**src/rtl/aux_arb_pkg.sv**
```systemverilog
package aux_arb_pkg;

  typedef enum logic [1:0] {
    OWN_IDLE = 2'd0,
    OWN_HOST = 2'd1,
    OWN_MC   = 2'd2
  } owner_t;

  typedef enum logic [2:0] {
    SQ_IDLE,
    SQ_ENABLE,
    SQ_RST_HI,
    SQ_RST_LO,
    SQ_REQUEST
  } seq_t;

  // width of a counter that reaches lim-1
  function automatic int unsigned cnt_width(input int unsigned lim);
    return (lim > 2) ? $clog2(lim) : 1;
  endfunction

  // a host acquire may begin only from idle with no competing microcontroller take
  function automatic logic host_may_start(input owner_t own, input logic mc_win);
    return (own == OWN_IDLE) && !mc_win;
  endfunction

endpackage

```
**src/rtl/aux_arb_wait_timer.sv**
```systemverilog
module aux_arb_wait_timer #(
  parameter int unsigned LIMIT = 16
) (
  input  logic clk,
  input  logic rst_n,
  input  logic clr,
  input  logic run,
  output logic expired
);
  import aux_arb_pkg::*;

  localparam int unsigned CW = cnt_width(LIMIT);
  localparam logic [CW-1:0] LAST = CW'(LIMIT - 1);

  logic [CW-1:0] cnt;

  always_ff @(posedge clk) begin
    if (!rst_n)                   cnt <= '0;
    else if (clr)                 cnt <= '0;
    else if (run && cnt != LAST)  cnt <= cnt + 1'b1;
  end

  assign expired = run && (cnt == LAST);

  // counting step: a running, uncleared timer advances by one
  assert_timer_step_R9: assert property (@(posedge clk) disable iff (!rst_n)
    (run && !clr && cnt != LAST) |=> (cnt == $past(cnt) + 1'b1));

  assert_timer_clear_R9: assert property (@(posedge clk) disable iff (!rst_n)
    clr |=> (cnt == '0));

endmodule

```
**src/rtl/aux_arb_owner.sv**
```systemverilog
module aux_arb_owner (
  input  logic                  clk,
  input  logic                  rst_n,
  input  logic                  host_grant,
  input  logic                  host_done,
  input  logic                  mc_take,
  input  logic                  mc_drop,
  output aux_arb_pkg::owner_t   owner,
  output logic                  mc_win
);
  import aux_arb_pkg::*;

  owner_t own_q;

  assign mc_win = mc_take && (own_q == OWN_IDLE);
  assign owner  = own_q;

  always_ff @(posedge clk) begin
    if (!rst_n) begin
      own_q <= OWN_IDLE;
    end else begin
      unique case (own_q)
        OWN_IDLE: begin
          if (mc_win)          own_q <= OWN_MC;
          else if (host_grant) own_q <= OWN_HOST;
        end
        OWN_HOST: if (host_done) own_q <= OWN_IDLE;
        OWN_MC:   if (mc_drop)   own_q <= OWN_IDLE;
        default:  own_q <= OWN_IDLE;
      endcase
    end
  end

  assert_owner_legal_R1: assert property (@(posedge clk) disable iff (!rst_n)
    own_q != 2'd3);

  assert_mc_from_idle_R7: assert property (@(posedge clk) disable iff (!rst_n)
    (own_q == OWN_IDLE && mc_take) |=> (own_q == OWN_MC));

  assert_host_only_by_grant_R5: assert property (@(posedge clk) disable iff (!rst_n)
    (own_q == OWN_IDLE && !host_grant) |=> (own_q != OWN_HOST));

  assert_mc_ignored_R11: assert property (@(posedge clk) disable iff (!rst_n)
    (own_q == OWN_HOST && !host_done) |=> (own_q == OWN_HOST));

  assert_host_release_R6: assert property (@(posedge clk) disable iff (!rst_n)
    (own_q == OWN_HOST && host_done) |=> (own_q == OWN_IDLE));

endmodule

```
**src/rtl/aux_arb_acq_seq.sv**
```systemverilog
module aux_arb_acq_seq #(
  parameter bit RESET_USED = 1'b1
) (
  input  logic                 clk,
  input  logic                 rst_n,
  input  logic                 host_acq,
  input  logic                 rst_done,
  input  aux_arb_pkg::owner_t  owner,
  input  logic                 mc_win,
  input  logic                 expired,
  output logic                 host_grant,
  output logic                 host_ok,
  output logic                 host_fail,
  output logic                 eng_en,
  output logic                 eng_rst,
  output logic                 tmr_clr,
  output logic                 tmr_run
);
  import aux_arb_pkg::*;

  seq_t st;

  assign tmr_run    = (st == SQ_RST_HI) || (st == SQ_RST_LO);
  assign tmr_clr    = !tmr_run || (st == SQ_RST_HI && rst_done);
  assign host_grant = (st == SQ_REQUEST) && !mc_win;

  always_ff @(posedge clk) begin
    if (!rst_n) begin
      st        <= SQ_IDLE;
      host_ok   <= 1'b0;
      host_fail <= 1'b0;
      eng_en    <= 1'b0;
      eng_rst   <= 1'b0;
    end else begin
      host_ok   <= 1'b0;
      host_fail <= 1'b0;
      if (st == SQ_IDLE) begin
        if (host_acq) begin
          if (owner == OWN_HOST) begin
            host_ok <= 1'b1;
          end else if (host_may_start(owner, mc_win)) begin
            eng_en <= 1'b1;
            st     <= SQ_ENABLE;
          end else begin
            host_fail <= 1'b1;
          end
        end
      end else if (mc_win) begin
        host_fail <= 1'b1;
        eng_rst   <= 1'b0;
        st        <= SQ_IDLE;
      end else begin
        unique case (st)
          SQ_ENABLE: begin
            if (RESET_USED) begin
              eng_rst <= 1'b1;
              st      <= SQ_RST_HI;
            end else begin
              st <= SQ_REQUEST;
            end
          end
          SQ_RST_HI: begin
            if (rst_done) begin
              eng_rst <= 1'b0;
              st      <= SQ_RST_LO;
            end else if (expired) begin
              eng_rst   <= 1'b0;
              host_fail <= 1'b1;
              st        <= SQ_IDLE;
            end
          end
          SQ_RST_LO: begin
            if (!rst_done) begin
              st <= SQ_REQUEST;
            end else if (expired) begin
              host_fail <= 1'b1;
              st        <= SQ_IDLE;
            end
          end
          SQ_REQUEST: begin
            host_ok <= 1'b1;
            st      <= SQ_IDLE;
          end
          default: st <= SQ_IDLE;
        endcase
      end
    end
  end

  assert_refuse_mc_owner_R2: assert property (@(posedge clk) disable iff (!rst_n)
    (st == SQ_IDLE && host_acq && owner == OWN_MC) |=> (host_fail && !eng_rst));

  assert_rst_needs_en_R3: assert property (@(posedge clk) disable iff (!rst_n)
    eng_rst |-> eng_en);

  assert_en_sticky_R3: assert property (@(posedge clk) disable iff (!rst_n)
    eng_en |=> eng_en);

  assert_rst_held_R4: assert property (@(posedge clk) disable iff (!rst_n)
    (st == SQ_RST_HI && !rst_done && !expired && !mc_win) |=> eng_rst);

  assert_ok_with_owner_R5: assert property (@(posedge clk) disable iff (!rst_n)
    (host_ok && !$past(host_acq)) |-> (owner == OWN_HOST));

  assert_result_exclusive_R5: assert property (@(posedge clk) disable iff (!rst_n)
    $onehot0({host_ok, host_fail}));

  assert_timeout_fails_R9: assert property (@(posedge clk) disable iff (!rst_n)
    (tmr_run && expired && !mc_win && !(st == SQ_RST_HI && rst_done)
     && !(st == SQ_RST_LO && !rst_done)) |=> (host_fail && !eng_rst));

  assert_mc_abort_R10: assert property (@(posedge clk) disable iff (!rst_n)
    (st != SQ_IDLE && mc_win) |=> (host_fail && !eng_rst && owner == OWN_MC));

endmodule

```
**src/rtl/aux_arb_top.sv**
```systemverilog
module aux_arb_top #(
  parameter bit          RESET_USED = 1'b1,
  parameter int unsigned WAIT_LIMIT = 16
) (
  input  logic       clk,
  input  logic       rst_n,
  input  logic       host_acq,
  input  logic       host_done,
  input  logic       mc_take,
  input  logic       mc_drop,
  input  logic       rst_done,
  output logic [1:0] owner,
  output logic       host_ok,
  output logic       host_fail,
  output logic       eng_en,
  output logic       eng_rst
);
  import aux_arb_pkg::*;

  owner_t own_w;
  logic   mc_win_w;
  logic   grant_w;
  logic   expired_w;
  logic   tmr_clr_w;
  logic   tmr_run_w;

  aux_arb_owner u_owner (
    .clk        (clk),
    .rst_n      (rst_n),
    .host_grant (grant_w),
    .host_done  (host_done),
    .mc_take    (mc_take),
    .mc_drop    (mc_drop),
    .owner      (own_w),
    .mc_win     (mc_win_w)
  );

  aux_arb_acq_seq #(.RESET_USED(RESET_USED)) u_seq (
    .clk        (clk),
    .rst_n      (rst_n),
    .host_acq   (host_acq),
    .rst_done   (rst_done),
    .owner      (own_w),
    .mc_win     (mc_win_w),
    .expired    (expired_w),
    .host_grant (grant_w),
    .host_ok    (host_ok),
    .host_fail  (host_fail),
    .eng_en     (eng_en),
    .eng_rst    (eng_rst),
    .tmr_clr    (tmr_clr_w),
    .tmr_run    (tmr_run_w)
  );

  aux_arb_wait_timer #(.LIMIT(WAIT_LIMIT)) u_timer (
    .clk     (clk),
    .rst_n   (rst_n),
    .clr     (tmr_clr_w),
    .run     (tmr_run_w),
    .expired (expired_w)
  );

  assign owner = own_w;

  assert_sim_take_R8: assert property (@(posedge clk) disable iff (!rst_n)
    (own_w == OWN_IDLE && mc_take && host_acq) |=> (owner == 2'd2 && host_fail));

endmodule

```
**config.mk**
```make
export PLATFORM = sky130hd
export DESIGN_NAME = aux_arb_top
export DESIGN_NICKNAME = d
export VERILOG_FILES = /design/src/rtl/aux_arb_pkg.sv /design/src/rtl/aux_arb_wait_timer.sv /design/src/rtl/aux_arb_owner.sv /design/src/rtl/aux_arb_acq_seq.sv /design/src/rtl/aux_arb_top.sv
export SDC_FILE = /design/constraint.sdc
export NUM_CORES = 1
export LEC_CHECK = 0
export ABC_AREA = 1
export ABC_CLOCK_PERIOD_IN_PS = 2000
export BUFFER_PORTS_ARGS = -buffer_cell sky130_fd_sc_hd__buf_2
export CAP_MARGIN = 10
export CORE_UTILIZATION = 50
export CTS_CLUSTER_DIAMETER = 120
export CTS_CLUSTER_SIZE = 40
export DETAILED_ROUTE_END_ITERATION = 6
export GPL_TIMING_DRIVEN = 0
export HOLD_SLACK_MARGIN = 0.1
export PLACE_DENSITY = 0.85
export SLEW_MARGIN = 20
export SYNTH_ARGS = -nofsm -noshare
export SYNTH_HDL_FRONTEND = slang
export SYNTH_SLANG_ARGS = --single-unit
```
**constraint.sdc**
```tcl
create_clock -name clk -period 2 [get_ports clk]
set_input_delay 0.3 -clock clk [delete_from_list [all_inputs] [get_ports clk]]
set_output_delay 0.3 -clock clk [all_outputs]
set_load 0.02 [all_outputs]
```
== After elaboration in Yosys (flattened, before gate mapping) ==
Index checks and enable logic that the tools add are counted.
Cells by class
  bitwise logic cells: 3
  multiplexer cells: 32
  equality and inequality tests: 15
  reduce and logical (&&, ||, !) cells: 18
  $add $sub $neg: 1
Operators by type and width (count)
  3-bit two-way mux: 8
  1-bit two-way mux: 16
  2-bit inequality test, second input constant: 5
  3-bit one-hot mux with 3 select lines: 1
  3-bit AND reduction: 3
  2-bit two-way mux: 4
  3-bit by 2-bit equality test with 1-bit output, second input constant: 2
  1-bit logical AND: 6
  2-bit one-hot mux with 3 select lines: 1
  4-bit by 1-bit adder with 4-bit output, second input constant: 1
  4-bit equality test, second input constant: 1
  4-bit by 3-bit inequality test with 1-bit output, second input constant: 1
  4-bit inequality test, second input constant: 1
  1-bit one-hot mux with 2 select lines: 2
  4-bit AND reduction: 1
  3-bit by 1-bit equality test with 1-bit output, second input constant: 1
  3-bit equality test, second input constant: 1
  3-bit zero test: 1
  3-bit by 2-bit inequality test with 1-bit output, second input constant: 1
  1-bit NOT: 3
  3-bit nonzero test: 1
  2-bit by 1-bit equality test with 1-bit output, second input constant: 1
  2-bit equality test, second input constant: 1
  1-bit zero test: 2
  other kinds (3): 4
Storage, ports and cells
  logic and storage cells: 76
  register bits after elaboration: 13
  input bits: 7

== Longest topological paths before layout ==
  word-level depth: 8
  depth in mapped cells: 8

== Modules after synthesis ==
A second synthesis with hierarchy kept.
Unflattened totals
  cells, all modules: 109
  area total of the unflattened synthesis: 718.2 um2
By module, submodules not included
  aux_arb_acq_seq: area each 402.9 um2, seq. area each 140.1 um2, instances 1, cells an instance 62
  aux_arb_wait_timer: area each 212.7 um2, seq. area each 80.1 um2, instances 1, cells an instance 32
  aux_arb_owner: area each 102.6 um2, seq. area each 40.0 um2, instances 1, cells an instance 15

== Worst setup path after synthesis ==
OpenSTA, ideal clock, no wires.
  kind: register to register
  from: register u_owner.own_q[0] (netlist: u_owner.owner[0])
  to: register u_seq.eng_rst
  path buffers: 0
  path slack: 0.803 ns
  cell stages (with the launch flop): 8
  clock period less this slack: 1.197 ns
  arrival: 1.085 ns
  setup time: 0.112 ns
  path through: dfxtp_1 > nor2_1 > nand2_1 > nand2_1 > nor2_1 > nor2_1 > nor2_1 > nor2_1
Between the ends
  cells in the longest elaborated chain, start to end: 4
Ends and longest elaborated chain
  start: declaration: line aux_arb_owner.sv:13  | owner_t own_q;
  start signal: assignment: line aux_arb_owner.sv:20  | own_q <= OWN_IDLE;
  start signal: assignment: line aux_arb_owner.sv:24  | if (mc_win) own_q <= OWN_MC;
  start signal: assignment: line aux_arb_owner.sv:25  | else if (host_grant) own_q <= OWN_HOST;
  2-bit zero test (*): line aux_arb_owner.sv:15  | assign mc_win = mc_take && (own_q == OWN_IDLE);
  1-bit logical AND (*): line aux_arb_owner.sv:15
  4-bit by 3-bit inequality test with 1-bit output (no source line) / 3-bit nonzero test (equally long branches)
  3-bit AND reduction (no source line)
  end signal: assignment: line aux_arb_acq_seq.sv:33  | eng_rst <= 1'b0;
  end signal: assignment: line aux_arb_acq_seq.sv:50  | eng_rst <= 1'b0;
  end signal: assignment: line aux_arb_acq_seq.sv:56  | eng_rst <= 1'b1;
  end: declaration: line aux_arb_acq_seq.sv:15  | output logic eng_rst,
Every way passes the cells marked *; elsewhere a longest branch is shown, timed or not.
A chain may end at the register's enable or synchronous reset.

== Worst setup path in the final report ==
  from: register u_timer.cnt[0]
  to: register u_timer.cnt[3]
Between the ends
  cells in the longest elaborated chain, start to end: 2
Ends and longest elaborated chain
  start: declaration: line aux_arb_wait_timer.sv:15  | logic [CW-1:0] cnt;
  start signal: assignment: line aux_arb_wait_timer.sv:20  | else if (run && cnt != LAST) cnt <= cnt + 1'b1;
  branches (longest 2 deep; another with 4-bit by 1-bit adder with 4-bit output)
Parallel ways; which one is timed is not known.

==> impl_metrics.yaml <==
worst_setup_path:
  crit_type: "reg -> reg"
  start_kind: "register"
  r2r_start: "u_timer.cnt[0]"
  cp_slowest_cell: "dfxtp_1"
  r2r-end: "u_timer.cnt[3]"
  ff2ff_path_depth: 6
  critPathArrivalTime_ps: 1490
  endpoint_kind: "register"
  worst-path-max-fanout: 6
  worstPathRequired_ps: 2160
  crit_chain: "ha_1 > nand3_1 > nand2_2 > nor2_1 > xor2_1 > nor2_1"
  rrSetupSlack_ps: 670
  path_common_cell: "nor2_1"
  max_stage_delay_ps: 350
floorplan:
  die_y_um: 38.6
  rows: 12
  io_pins: 13
  die_w_um: 38.6
  die_area_mm2: 0.00149
  start_util_pct: 57.3
  core_area_mm2: 0.00117
timing:
  setup-violations-final: 0
  hold_viol_final: 0
  fin_hold_ws_ps: 297
  grt_setup_unrepaired: "no"
  timing.fmax_mhz: 753
  fin_crit_sh_pct: 66.4
  fin_crit_ps: 1330
  tightest_slew_ps: 383
  skew_ps: 1.24
  slew_violations: 0
  setup-tns-final_ps: 0
  slew_headroom_pct: 74.3
power_and_ir_drop:
  ir_drop_v: 0.000444
  p_leak_nw: 0.344
  p_total_uw: 598
  power.density_mw_per_mm2: 772
detailed_routing:
  ant_nets: 0
  remaining_drc_errors: 0
  drt-vias-per-instance: 5.22
  vias: 674
  wire_per_inst_um: 10.6
  wl_mm: 1.36
  first_pass_iters: 4
  drt_iter0_drc: 30
clock_tree:
  cts_tree: "built"
  clock_path_buffers: 2
  cts_hold_buf: 0
  cts_max_level: 1
  clock-root-buffer: "clkbuf_4"
  cts_setup_buffers: 0
  cts.clk_slew.worst_paths_ps: 70
  cts_resized: 0
  clkLatencyLatePin_ps: 280
  cts-buffers-inserted: 3
  clock_sinks: 13
hold_path:
  hold_path_depth: 4
  hp-class: "in -> reg"
  hp-start: "mc_drop"
  min_to: "u_owner.owner[1]"
final_layout:
  area_growth_pct: 15.5
  seqCellArea_um2: 260
  drive_above_1_share_pct: 16.5
  finish.utilization_pct: 66.1
  num-nets-final: 124
  multi_input_area_um2: 350
  fillCellCount: 110
  stdcell_count: 129
  antenna-diode-count: 0
logic_synthesis:
  synth.avg_cell_area_um2: 6.77
  synth_cells: 99
  yosysUniqueCellTypes: 18
  seq_area_frac_synth_pct: 38.8
  syn_area_um2: 671
  synthesis.nets: 107
  yosys_warnings: 0
  ys_seq_elements: 13
global_route:
  grt_pass1_vias: 510
  grt_antenna_before_repair: 0
  grt_max_degree: 9
  grt.total_usage_pct: 23.0
  grt_overflow: 0
  grt_pass1_wl_mm: 2.19
place:
  portBuffers: 12
  placedCellCount: 125
  dp_hpwl_mm: 1.04
  gp_congestion: 0.862
run:
  cap_violations: 0
run_status:
  status: "completed"
-- power by group --
group | switching [mW] | internal [mW] | total, mW | leakage (nW)
combinational | 0.0979 | 0.0545 | 0.152 | 0.223
sequential | 0.0105 | 0.276 | 0.286 | 0.106
clock | 0.0818 | 0.0775 | 0.159 | 0.0150
total | 0.190 | 0.408 | 0.598 | 0.344
-- Yosys cell counts --
| cell | count | area share, % |
|---|---|---|
| nand2_1 | 20 | 11 |
| nor2_1 | 16 | 9.0 |
| dfxtp_1 | 13 | 39 |
| inv_1 | 13 | 7.3 |
| nand3_1 | 10 | 7.5 |
| a21oi_1 | 8 | 6.0 |
| nand4_1 | 3 | 2.8 |
| nor3_1 | 3 | 2.2 |
| nand2_2 | 2 | 1.9 |
| o211ai_1 | 2 | 2.2 |
| o21ai_0 | 2 | 1.5 |
| a31oi_1 | 1 | 0.93 |
| buf_6 | 1 | 1.7 |
| ha_1 | 1 | 1.9 |
| nor2_4 | 1 | 1.7 |
| or2_0 | 1 | 0.93 |
| xnor2_1 | 1 | 1.3 |
| xor2_1 | 1 | 1.3 |
-- metal layers --
metal  GRT usage (%)  vias up  wire, um
met5               0        -         0
met4            12.9        0        33
met3            10.4        6        75
met2            34.2       17       622
met1            27.0      295       631
li1                -      356         -
-- cells by family (layout without fill, tap and decap cells) --
| logic type | count (synthesis) | after routing | synth area share [%] |
|---|---|---|---|
| simple gates | 56 | 56 | 37.1 |
| buf+inv | 14 | 30 | 8.96 |
| compound gates | 13 | 13 | 10.6 |
| flops | 13 | 13 | 38.8 |
| xor+xnor | 2 | 2 | 2.61 |
| fa+ha+maj | 1 | 1 | 1.87 |
-- flip-flops by register name, indices dropped and copies added (netlist names) --
name             count
u_owner.owner        2
u_seq.eng_en         1
u_seq.eng_rst        1
u_seq.host_fail      1
u_seq.host_ok        1
u_seq.st             3
u_timer.cnt          4
-- through the flow --
stage	instance area, um^2	setup WS (ps)
after floorplan	671	803
after global placement	748	737
after detailed placement	748	702
after CTS	774	690
after global routing	774	573
final	774	673
-- layout make-up --
class | instances | share of cell area [%]
clock buffers | 4 | 3.39
flip-flops and latches | 13 | 33.6
inverters | 13 | 6.30
well taps | 14 | 2.26
multi-input cells | 72 | 45.2
plain buffers | 1 | 1.45
repair buffers | 12 | 7.75
-- worst max-delay path by stage --
stage	to	start	cells after the start
after global routing	u_seq.host_fail	u_timer.cnt[0]	7
after detailed placement	u_timer.cnt[3]	u_timer.cnt[0]	6
after CTS	u_timer.cnt[3]	u_timer.cnt[0]	6
after floorplan	u_seq.eng_rst	u_owner.owner[0]	7
final	u_timer.cnt[3]	u_timer.cnt[0]	6
after global placement	u_timer.cnt[3]	u_timer.cnt[0]	6
-- cell usage in the layout (no fill, tap or decap), types with 2 or more instances in the layout --
| cell type | synthesis | routed |
|---|---|---|
| nand2_1 | 20 | 20 |
| nand4_1 | 3 | 3 |
| a21oi_1 | 8 | 8 |
| dfxtp_1 | 13 | 13 |
| o211ai_1 | 2 | 2 |
| nand3_1 | 10 | 10 |
| buf_2 | 0 | 12 |
| o21ai_0 | 2 | 2 |
| nor3_1 | 3 | 3 |
| clkbuf_4 | 0 | 3 |
| nor2_1 | 16 | 16 |
| inv_1 | 13 | 13 |
| nand2_2 | 2 | 2 |
-- critical path: cells and delay by family, from the launching register on --
kind	cells	cell delay, ps
simple gates	4	480
flops	1	350
xor+xnor	1	160
fa+ha+maj	1	230
No activity file was read; power rests on OpenSTA's default activity.
